==> src/rtl/irq_arb_pkg.sv <==
// Package: shared constants and helpers for the interrupt claim arbiter.
// Assumes enable state is organised in 32-bit words.
package irq_arb_pkg;
    localparam int ENW = 32;

    typedef enum logic {
        CTX_SUPERVISOR = 1'b0,
        CTX_MACHINE    = 1'b1
    } ctx_mode_e;

    // Number of 32-bit words needed to hold n bits.
    function automatic int words_for(input int n);
        return (n + ENW - 1) / ENW;
    endfunction
endpackage

==> src/rtl/irq_src_state.sv <==
// Module: per-source state (priority, pending, in-service).
// Pending follows the level input each cycle; a claim clears the winner's
// pending bit and sets its in-service bit; a completion below NSRC releases it.
// Assumes claim_win is a valid source ID whenever claim_fire is high.
module irq_src_state #(
    parameter int NSRC   = 40,
    parameter int PRIO_W = 3,
    parameter int IDW    = $clog2(NSRC)
) (
    input  logic              clk,
    input  logic              rst_n,
    input  logic [NSRC-1:0]   src_level,
    input  logic              prio_we,
    input  logic [IDW-1:0]    prio_src,
    input  logic [PRIO_W-1:0] prio_val,
    input  logic              claim_fire,
    input  logic [IDW-1:0]    claim_win,
    input  logic              done_we,
    input  logic [31:0]       done_id,
    output logic [NSRC-1:0]   pend_q,
    output logic [NSRC-1:0]   busy_q,
    output logic [PRIO_W-1:0] prio_q [NSRC]
);
    logic [NSRC-1:0] pend_d;
    logic [NSRC-1:0] busy_d;
    logic            done_ok;

    assign done_ok = done_we && (done_id < 32'(NSRC));

    // Next pending: sample levels, source 0 never pends, claimed winner drops.
    always_comb begin
        pend_d    = src_level;
        pend_d[0] = 1'b0;
        if (claim_fire) pend_d[claim_win] = 1'b0;
    end

    // Next in-service: completion releases first, then a claim sets.
    always_comb begin
        busy_d = busy_q;
        if (done_ok) busy_d[done_id[IDW-1:0]] = 1'b0;
        if (claim_fire) busy_d[claim_win] = 1'b1;
    end

    // Pending and in-service registers.
    always_ff @(posedge clk) begin
        if (!rst_n) begin
            pend_q <= '0;
            busy_q <= '0;
        end else begin
            pend_q <= pend_d;
            busy_q <= busy_d;
        end
    end

    // Priority registers, writes to nonexistent sources dropped.
    always_ff @(posedge clk) begin
        if (!rst_n) begin
            for (int i = 0; i < NSRC; i++) prio_q[i] <= '0;
        end else if (prio_we && (int'(prio_src) < NSRC)) begin
            prio_q[prio_src] <= prio_val;
        end
    end


    claim_marks_busy_chk: assert property (@(posedge clk) disable iff (!rst_n)
        claim_fire |=> (busy_q[$past(claim_win)] && !pend_q[$past(claim_win)]));

    bad_done_ignored_chk: assert property (@(posedge clk) disable iff (!rst_n)
        (done_we && done_id >= 32'(NSRC) && !claim_fire) |=> $stable(busy_q));

    src0_never_pends_chk: assert property (@(posedge clk) disable iff (!rst_n)
        1'b1 |=> !pend_q[0]);
endmodule

==> src/rtl/irq_ctx_cfg.sv <==
// Module: per-context threshold and enable storage.
// Enables are written one 32-bit word at a time; only bits that map to an
// existing source are stored. Assumes NCTX and word indices come pre-decoded.
module irq_ctx_cfg #(
    parameter int NSRC   = 40,
    parameter int NCTX   = 4,
    parameter int PRIO_W = 3,
    parameter int CTXW   = 2,
    parameter int WDW    = 1
) (
    input  logic              clk,
    input  logic              rst_n,
    input  logic              thr_we,
    input  logic [CTXW-1:0]   thr_ctx,
    input  logic [PRIO_W-1:0] thr_val,
    input  logic              en_we,
    input  logic [CTXW-1:0]   en_ctx,
    input  logic [WDW-1:0]    en_word,
    input  logic [31:0]       en_data,
    output logic [PRIO_W-1:0] thr_q [NCTX],
    output logic [NSRC-1:0]   en_q [NCTX]
);
    import irq_arb_pkg::*;

    // Threshold registers.
    always_ff @(posedge clk) begin
        if (!rst_n) begin
            for (int c = 0; c < NCTX; c++) thr_q[c] <= '0;
        end else if (thr_we && (int'(thr_ctx) < NCTX)) begin
            thr_q[thr_ctx] <= thr_val;
        end
    end

    // Enable registers, one word slice per write.
    always_ff @(posedge clk) begin
        if (!rst_n) begin
            for (int c = 0; c < NCTX; c++) en_q[c] <= '0;
        end else if (en_we && (int'(en_ctx) < NCTX)) begin
            for (int b = 0; b < NSRC; b++) begin
                if ((b / ENW) == int'(en_word)) en_q[en_ctx][b] <= en_data[b % ENW];
            end
        end
    end
endmodule

==> src/rtl/irq_ctx_select.sv <==
// Module: best-source search for one context.
// Starts from the threshold and accepts a candidate only on a strictly higher
// priority, scanning upward so ties keep the lowest ID. Source 0 is skipped.
// Purely combinational; clk and rst_n serve the assertions.
module irq_ctx_select #(
    parameter int NSRC   = 40,
    parameter int PRIO_W = 3,
    parameter int IDW    = $clog2(NSRC)
) (
    input  logic              clk,
    input  logic              rst_n,
    input  logic [NSRC-1:0]   pend,
    input  logic [NSRC-1:0]   busy,
    input  logic [NSRC-1:0]   en,
    input  logic [PRIO_W-1:0] prio [NSRC],
    input  logic [PRIO_W-1:0] thr,
    output logic [IDW-1:0]    win_id
);
    logic [PRIO_W-1:0] best;

    // Linear max search with strict comparison.
    always_comb begin
        best   = thr;
        win_id = '0;
        for (int i = 1; i < NSRC; i++) begin
            if (pend[i] && !busy[i] && en[i] && (prio[i] > best)) begin
                best   = prio[i];
                win_id = IDW'(i);
            end
        end
    end


    winner_eligible_chk: assert property (@(posedge clk) disable iff (!rst_n)
        (win_id != '0) |-> (pend[win_id] && !busy[win_id] && en[win_id]));

    winner_above_thr_chk: assert property (@(posedge clk) disable iff (!rst_n)
        (win_id != '0) |-> (prio[win_id] > thr));
endmodule

==> src/rtl/irq_route.sv <==
// Module: maps context requests onto per-hart machine/supervisor lines.
// Assumes every CTX_HART entry lies in HART_BASE .. HART_BASE+NHART-1.
module irq_route #(
    parameter int          NCTX      = 4,
    parameter int          NHART     = 2,
    parameter int          HART_BASE = 2,
    parameter int          CTX_HART [NCTX] = '{default: 0},
    parameter logic [NCTX-1:0] CTX_MODE = '0
) (
    input  logic             clk,
    input  logic             rst_n,
    input  logic [NCTX-1:0]  ctx_irq,
    output logic [NHART-1:0] m_irq,
    output logic [NHART-1:0] s_irq
);
    import irq_arb_pkg::*;

    // OR each context's request into its hart's mode line.
    always_comb begin
        m_irq = '0;
        s_irq = '0;
        for (int c = 0; c < NCTX; c++) begin
            for (int h = 0; h < NHART; h++) begin
                if (CTX_HART[c] - HART_BASE == h) begin
                    if (ctx_mode_e'(CTX_MODE[c]) == CTX_MACHINE) m_irq[h] = m_irq[h] | ctx_irq[c];
                    else                                        s_irq[h] = s_irq[h] | ctx_irq[c];
                end
            end
        end
    end


    quiet_ctx_quiet_lines_chk: assert property (@(posedge clk) disable iff (!rst_n)
        (ctx_irq == '0) |-> (m_irq == '0 && s_irq == '0));
endmodule

==> src/rtl/irq_claim_arbiter.sv <==
// Module: top of the interrupt claim arbiter.
// Holds source and context state, runs one selector per context, returns the
// addressed context's winner on claim and routes requests to hart lines.
// Assumes NCTX >= 2 and a decoder outside drives the strobes one per cycle.
module irq_claim_arbiter #(
    parameter int          NSRC      = 40,
    parameter int          NCTX      = 4,
    parameter int          PRIO_W    = 3,
    parameter int          NHART     = 2,
    parameter int          HART_BASE = 2,
    parameter int          CTX_HART [NCTX] = '{2, 2, 3, 3},
    parameter logic [NCTX-1:0] CTX_MODE = 4'b0101,
    localparam int         IDW   = $clog2(NSRC),
    localparam int         CTXW  = $clog2(NCTX),
    localparam int         WORDS = irq_arb_pkg::words_for(NSRC),
    localparam int         WDW   = (WORDS > 1) ? $clog2(WORDS) : 1
) (
    input  logic              clk,
    input  logic              rst_n,
    input  logic [NSRC-1:0]   src_level,
    input  logic              prio_we,
    input  logic [IDW-1:0]    prio_src,
    input  logic [PRIO_W-1:0] prio_val,
    input  logic              thr_we,
    input  logic [CTXW-1:0]   thr_ctx,
    input  logic [PRIO_W-1:0] thr_val,
    input  logic              en_we,
    input  logic [CTXW-1:0]   en_ctx,
    input  logic [WDW-1:0]    en_word,
    input  logic [31:0]       en_data,
    input  logic              claim_req,
    input  logic [CTXW-1:0]   claim_ctx,
    output logic [IDW-1:0]    claim_id,
    input  logic              done_we,
    input  logic [31:0]       done_id,
    output logic [NCTX-1:0]   ctx_irq,
    output logic [NHART-1:0]  m_irq,
    output logic [NHART-1:0]  s_irq
);
    logic [NSRC-1:0]   pend_q;
    logic [NSRC-1:0]   busy_q;
    logic [PRIO_W-1:0] prio_q [NSRC];
    logic [PRIO_W-1:0] thr_q [NCTX];
    logic [NSRC-1:0]   en_q [NCTX];
    logic [IDW-1:0]    win_ids [NCTX];
    logic              claim_fire;

    irq_src_state #(.NSRC(NSRC), .PRIO_W(PRIO_W), .IDW(IDW)) u_src (
        .clk(clk), .rst_n(rst_n), .src_level(src_level),
        .prio_we(prio_we), .prio_src(prio_src), .prio_val(prio_val),
        .claim_fire(claim_fire), .claim_win(claim_id),
        .done_we(done_we), .done_id(done_id),
        .pend_q(pend_q), .busy_q(busy_q), .prio_q(prio_q)
    );

    irq_ctx_cfg #(.NSRC(NSRC), .NCTX(NCTX), .PRIO_W(PRIO_W), .CTXW(CTXW), .WDW(WDW)) u_cfg (
        .clk(clk), .rst_n(rst_n),
        .thr_we(thr_we), .thr_ctx(thr_ctx), .thr_val(thr_val),
        .en_we(en_we), .en_ctx(en_ctx), .en_word(en_word), .en_data(en_data),
        .thr_q(thr_q), .en_q(en_q)
    );

    for (genvar c = 0; c < NCTX; c++) begin : g_ctx
        irq_ctx_select #(.NSRC(NSRC), .PRIO_W(PRIO_W), .IDW(IDW)) u_sel (
            .clk(clk), .rst_n(rst_n),
            .pend(pend_q), .busy(busy_q), .en(en_q[c]), .prio(prio_q),
            .thr(thr_q[c]), .win_id(win_ids[c])
        );
        assign ctx_irq[c] = (win_ids[c] != '0);
    end

    // Claim returns the addressed context's winner; a zero ID claims nothing.
    assign claim_id   = win_ids[claim_ctx];
    assign claim_fire = claim_req && (claim_id != '0);

    irq_route #(.NCTX(NCTX), .NHART(NHART), .HART_BASE(HART_BASE),
                .CTX_HART(CTX_HART), .CTX_MODE(CTX_MODE)) u_route (
        .clk(clk), .rst_n(rst_n), .ctx_irq(ctx_irq), .m_irq(m_irq), .s_irq(s_irq)
    );


    claim_nonzero_raises_chk: assert property (@(posedge clk) disable iff (!rst_n)
        (claim_id != '0) |-> ctx_irq[claim_ctx]);
endmodule

==> config.mk <==
export PLATFORM = sky130hd
export DESIGN_NAME = irq_claim_arbiter
export DESIGN_NICKNAME = d
export VERILOG_FILES = /design/src/rtl/irq_arb_pkg.sv /design/src/rtl/irq_src_state.sv /design/src/rtl/irq_ctx_cfg.sv /design/src/rtl/irq_ctx_select.sv /design/src/rtl/irq_route.sv /design/src/rtl/irq_claim_arbiter.sv
export SDC_FILE = /design/constraint.sdc
export NUM_CORES = 2
export LEC_CHECK = 0
export BUFFER_PORTS_ARGS = -buffer_cell sky130_fd_sc_hd__buf_2
export CAP_MARGIN = 40
export CELL_PAD_IN_SITES_DETAIL_PLACEMENT = 1
export CELL_PAD_IN_SITES_GLOBAL_PLACEMENT = 1
export CORE_UTILIZATION = 50
export DETAILED_ROUTE_END_ITERATION = 6
export PLACE_DENSITY_LB_ADDON = 0.1
export SLEW_MARGIN = 20
export SYNTH_ARGS = -nofsm -noshare
export SYNTH_HDL_FRONTEND = slang
export SYNTH_HIERARCHICAL = 1
export SYNTH_SLANG_ARGS = --single-unit
export TNS_END_PERCENT = 30
==> constraint.sdc <==
create_clock -name clk -period 145 [get_ports clk]
set_input_delay 21.75 -clock clk [delete_from_list [all_inputs] [get_ports clk]]
set_output_delay 21.75 -clock clk [all_outputs]
set_load 0.03 [all_outputs]
Yosys cells after proc, flatten, opt, wreduce, memory -nomap -nowiden
Index checks and enable logic that the tools add are counted.
{"block": "op_classes", "order_cmp": 169, "div": 0, "add_sub_neg": 0, "eq_ne": 0, "n_mux": 562, "multipliers": 0, "bitwise": 9, "reduce_logical": 403, "shift": 0}
{"operator": "2-to-1 mux 160 bit", "count": 118}
{"operator": "bitwise mux 160 bit", "count": 40}
{"operator": "demux 40 bit (select 2 bit)", "count": 40}
{"operator": "2-to-1 mux 3 bit", "count": 171}
{"operator": "greater-than comparator 3 bit", "count": 156}
{"operator": "logical AND 1 bit", "count": 359}
{"operator": "2-to-1 mux 5 bit", "count": 65}
{"operator": "2-to-1 mux 6 bit", "count": 35}
{"operator": "2-to-1 mux 40 bit", "count": 4}
{"operator": "2-to-1 mux 4 bit", "count": 33}
{"operator": "bitwise mux 120 bit", "count": 1}
{"operator": "AND 40 bit", "count": 2}
{"operator": "inverter 40 bit", "count": 2}
{"operator": "OR 40 bit", "count": 1}
{"operator": "zero test 1 bit", "count": 39}
{"operator": "2-to-1 mux 39 bit", "count": 1}
{"operator": "2-to-1 mux 38 bit", "count": 1}
{"operator": "2-to-1 mux 37 bit", "count": 1}
{"operator": "2-to-1 mux 36 bit", "count": 1}
{"operator": "2-to-1 mux 35 bit", "count": 1}
{"operator": "2-to-1 mux 34 bit", "count": 1}
{"operator": "2-to-1 mux 33 bit", "count": 1}
{"operator": "less-than comparator 32 x 6 -> 1 bit (second input constant)", "count": 1}
{"operator": "2-to-1 mux 32 bit", "count": 1}
{"operator": "42 further kinds", "count": 68}
{"block": "totals", "latch_bits": 0, "out_inout_bits": 14, "mem_bits_ro": 0, "ramBits": 0, "register_bits": 371, "n_memories": 0}

Depth between registers and ports, before layout
{"block": "logic_depth", "word_depth": 163, "mapped_depth": 277, "depth_no_buf": 275}

By module
Netlist, hierarchy kept.
{"module": "irq_ctx_select at g_ctx[0].u_sel ...", "area_per_inst_um2": 5936.9, "n_inst": 3, "cells_each": 975, "seq_area_each_um2": 0.0}
{"module": "irq_src_state", "area_per_inst_um2": 8023.9, "n_inst": 1, "cells_each": 926, "seq_area_each_um2": 3983.8}
{"module": "irq_ctx_cfg", "area_per_inst_um2": 6278.5, "n_inst": 1, "cells_each": 607, "seq_area_each_um2": 3443.3}
{"module": "irq_ctx_select at g_ctx[3].u_sel", "area_per_inst_um2": 5993.2, "n_inst": 1, "cells_each": 941, "seq_area_each_um2": 0.0}
{"module": "irq_claim_arbiter", "area_per_inst_um2": 229.0, "n_inst": 1, "cells_each": 21, "seq_area_each_um2": 0.0}
{"module": "irq_route", "area_per_inst_um2": 30.0, "n_inst": 1, "cells_each": 4, "seq_area_each_um2": 0.0}

Worst setup path after synthesis
No wires, ideal clock.
{"block": "synth_timing", "kind": "flip-flop to output port", "startpoint": "register u_src/prio_q[116] (netlist name)", "endpoint": "output port m_irq[1]", "stages_incl_launch_ff": 261, "t_arrival_ns": 47.601, "path_slack_ns": 75.649, "cell_sequence": "dfxtp_1 ha_1 nand3_1 and4b_1 buf_4 nand2_2 nand2_1 o21ai_0 ha_1 o21bai_1 nor2_1 nor2_1 and3_1 a21boi_0 mux2_2 ha_1 nor3_1 a31o_1 (+225 left out) o311ai_1 a311o_1 a21boi_1 or2_1 ha_1 nand3_1 nand4b_1 a21oi_1 mux2_2 ha_1 o21ai_0 inv_1 o21ai_0 nor2b_1 a21bo_1 nor4_1 nand2_1 buf_4"}
{"element": "from (decl)", "line_no": "irq_src_state.sv:22", "source": "output logic [PRIO_W-1:0] prio_q [NSRC]"}
{"element": "from (signal, indexed assignment)", "line_no": "irq_src_state.sv:60", "source": "prio_q[prio_src] <= prio_val;"}
{"element": "to (decl)", "line_no": "irq_claim_arbiter.sv:37", "source": "output logic [NHART-1:0] m_irq,"}

==> results.yml <==
outcome:
  status: "finished clean"
timing:
  fin_crit_sh: 0.5481
  slew_headroom: 0.3859
  fmax_mhz: 12.58
  fin_tns_setup_ps: 0
  period_needed_ps: 79470
  worst_pin_slew_ps: 916.1
  setup-violations-final: 0
  rsz0062_at_grt: "no"
  final_max_slew_viol_count: 0
  hold_violations: 0
  fin_skew_ps: 21.61
grt:
  grt-busiest-layer: "met2"
  grt_max_degree: 189
  grt-ovfl-total: 0
  grt_pass1_vias: 42680
  grt_pass1_wl_um: 245800
  use_met2: 0.6535
  use_met1: 0.5104
  grt_usage: 0.4030
  antenna_found_initial: 5
  met3_usage: 0.05896
final_layout:
  syn_to_final_growth_pct: 8.968
  seq_area_sq_um: 7267
  post-route-cell-area_sq_um: 41470
  multi_input_area_sq_um: 29030
  nNetsFinal: 5794
  instances_no_fill: 6493
  fillers: 9836
  drive_gt1_frac: 0.1024
clocking:
  cts_setup_buffers: 0
  cts_made_buffers: 48
  cts_resized: 0
  clk_latency_ps: 620
  cts-htree-levels: 2
  cts_hold_buf: 0
  root_buffer: "clkbuf_16"
  cts_tree: "yes"
  clk_pin_slew_ps: 60
  cts_max_path_buffers: 3
  clock_sinks: 363
routing:
  drtAntennaViolNets: 0
  wirelength_um: 161600
  dr.pass1.iters: 6
  drcViolationCount: 0
  vias: 43300
  drt_first_iter_violations: 3772
  via_per_inst: 6.669
  wl_per_cell_um: 24.89
setup_path:
  max_stage_delay_ps: 800
  path_class: "register to primary output"
  required_ps: 123250
  crit_fanout: 16
  arrival_ps: 57720
  cpMaxStageDelayCell: "mux4_1"
  startpoint_type: "register"
  endpoint_kind: "primary output"
  worst_path_most_repeated_cell: "nor2_1"
power:
  p_leak_nw: 17.06
  total_power_mw: 0.2600
  vdd_ir_drop_max_uv: 8.997
  power.density_nw_per_um2: 6.269
placement:
  place_inst: 6393
  dpl.hpwl_um: 124700
  port_buffers: 142
  post_dp_cell_area_sq_um: 39750
  place.gp.congestion: 0.9779
synth:
  synthCells: 5391
  avgSynthCellArea_sq_um: 7.060
  synth_area_sq_um: 38060
  synth_nets: 5701
  yosysWarnings: 6
floorplanning:
  die_x_um: 277.9
  num_rows: 100
  start_util: 0.5087
  ios: 144
  coreArea_sq_um: 74820
  die_h_um: 277.9
  die_area_sq_um: 77230
hold_path:
  hp-class: "register to register"
run:
  cap_violations: 0
final cells by class:
type,instances,share of cell area
Tap cell,969,0.02923
Clock buffer,61,0.03234
Multi-Input combinational cell,4585,0.7000
Inverter,281,0.02543
Antenna cell,6,0.0003620
Timing Repair Buffer,205,0.03116
Clock inverter,23,0.006245
Sequential cell,363,0.1752
critical path, delay by kind of cell (launching register included):
family	cells	cell delay [ps]
and+or+nand+nor	93	13570
buffers and inverters	7	1140
muxes	6	2820
adders and majority gates	46	13030
DFF	1	310
AOI/OAI and AO/OA	110	26130
metrics by stage:
| step | hold slack (ps) | utilization | setup WS [ps] |
|---|---|---|---|
| 2_1_floorplan | 430.4 | - | 75650 |
| 3_3_place_gp | 439.9 | 0.5288 | 68710 |
| 3_5_place_dp | 451.1 | 0.5313 | 67220 |
| 4_1_cts | 461.7 | 0.5527 | 66010 |
| 5_1_grt | 475.6 | 0.5541 | 61890 |
| 6_report | 462.6 | 0.5543 | 65530 |
power breakdown:
part,switching (mW),internal [mW],total [mW],leakage (nW)
combinational,0.0205,0.0109,0.0314,13.3
clock,0.0524,0.0726,0.125,0.779
sequential,0.00201,0.102,0.104,2.94
total,0.0749,0.185,0.260,17.1
registers in the layout, indices dropped and copies added, names as in the netlist:
name          cells
u_cfg/thr_q      12
u_src/prio_q    117
u_cfg/en_q      156
u_src/pend_q     39
u_src/busy_q     39
path summary, 6_finish.rpt:
kind | cells after the start | start | to | slack [ps]
min | 2 | u_cfg/en_q[75] | u_cfg/en_q[75] | 460
max reg2reg | 267 | u_src/prio_q[116] | u_src/busy_q[12] | 85950
min reg2reg | 2 | u_cfg/en_q[75] | u_cfg/en_q[75] | 460
max | 262 | u_src/prio_q[116] | claim_id[5] | 65530
routing by layer:
metal,vias up,part of all wire
met5,-,0.000080
met1,21180,0.42
met4,2,0.062
met3,475,0.074
met2,1754,0.44
li1,19890,-
cells in the final DEF (no fill, tap or decap), drive strengths merged, types with 18 or more instances in the layout:
master / instances
o21a: 104
o211ai: 85
nand2b: 22
nand3b: 24
a211oi: 34
nor2b: 69
nand4b: 21
nor2: 629
and2: 129
o211a: 20
and3: 100
a21boi: 139
a31oi: 92
nor3b: 42
mux2: 29
nand2: 916
buf: 203
o31ai: 56
dfxtp: 363
maj3: 32
o21ai: 324
a31o: 25
o22ai: 19
nor3: 97
clkbuf: 63
or2: 75
ha: 180
a21o: 64
nand3: 235
mux2i: 226
a311oi: 18
or3: 32
nand4: 34
a21oi: 278
inv: 285
o221ai: 30
nor4: 39
o21bai: 35
a22oi: 33
(Power assumes the default switching activity.)
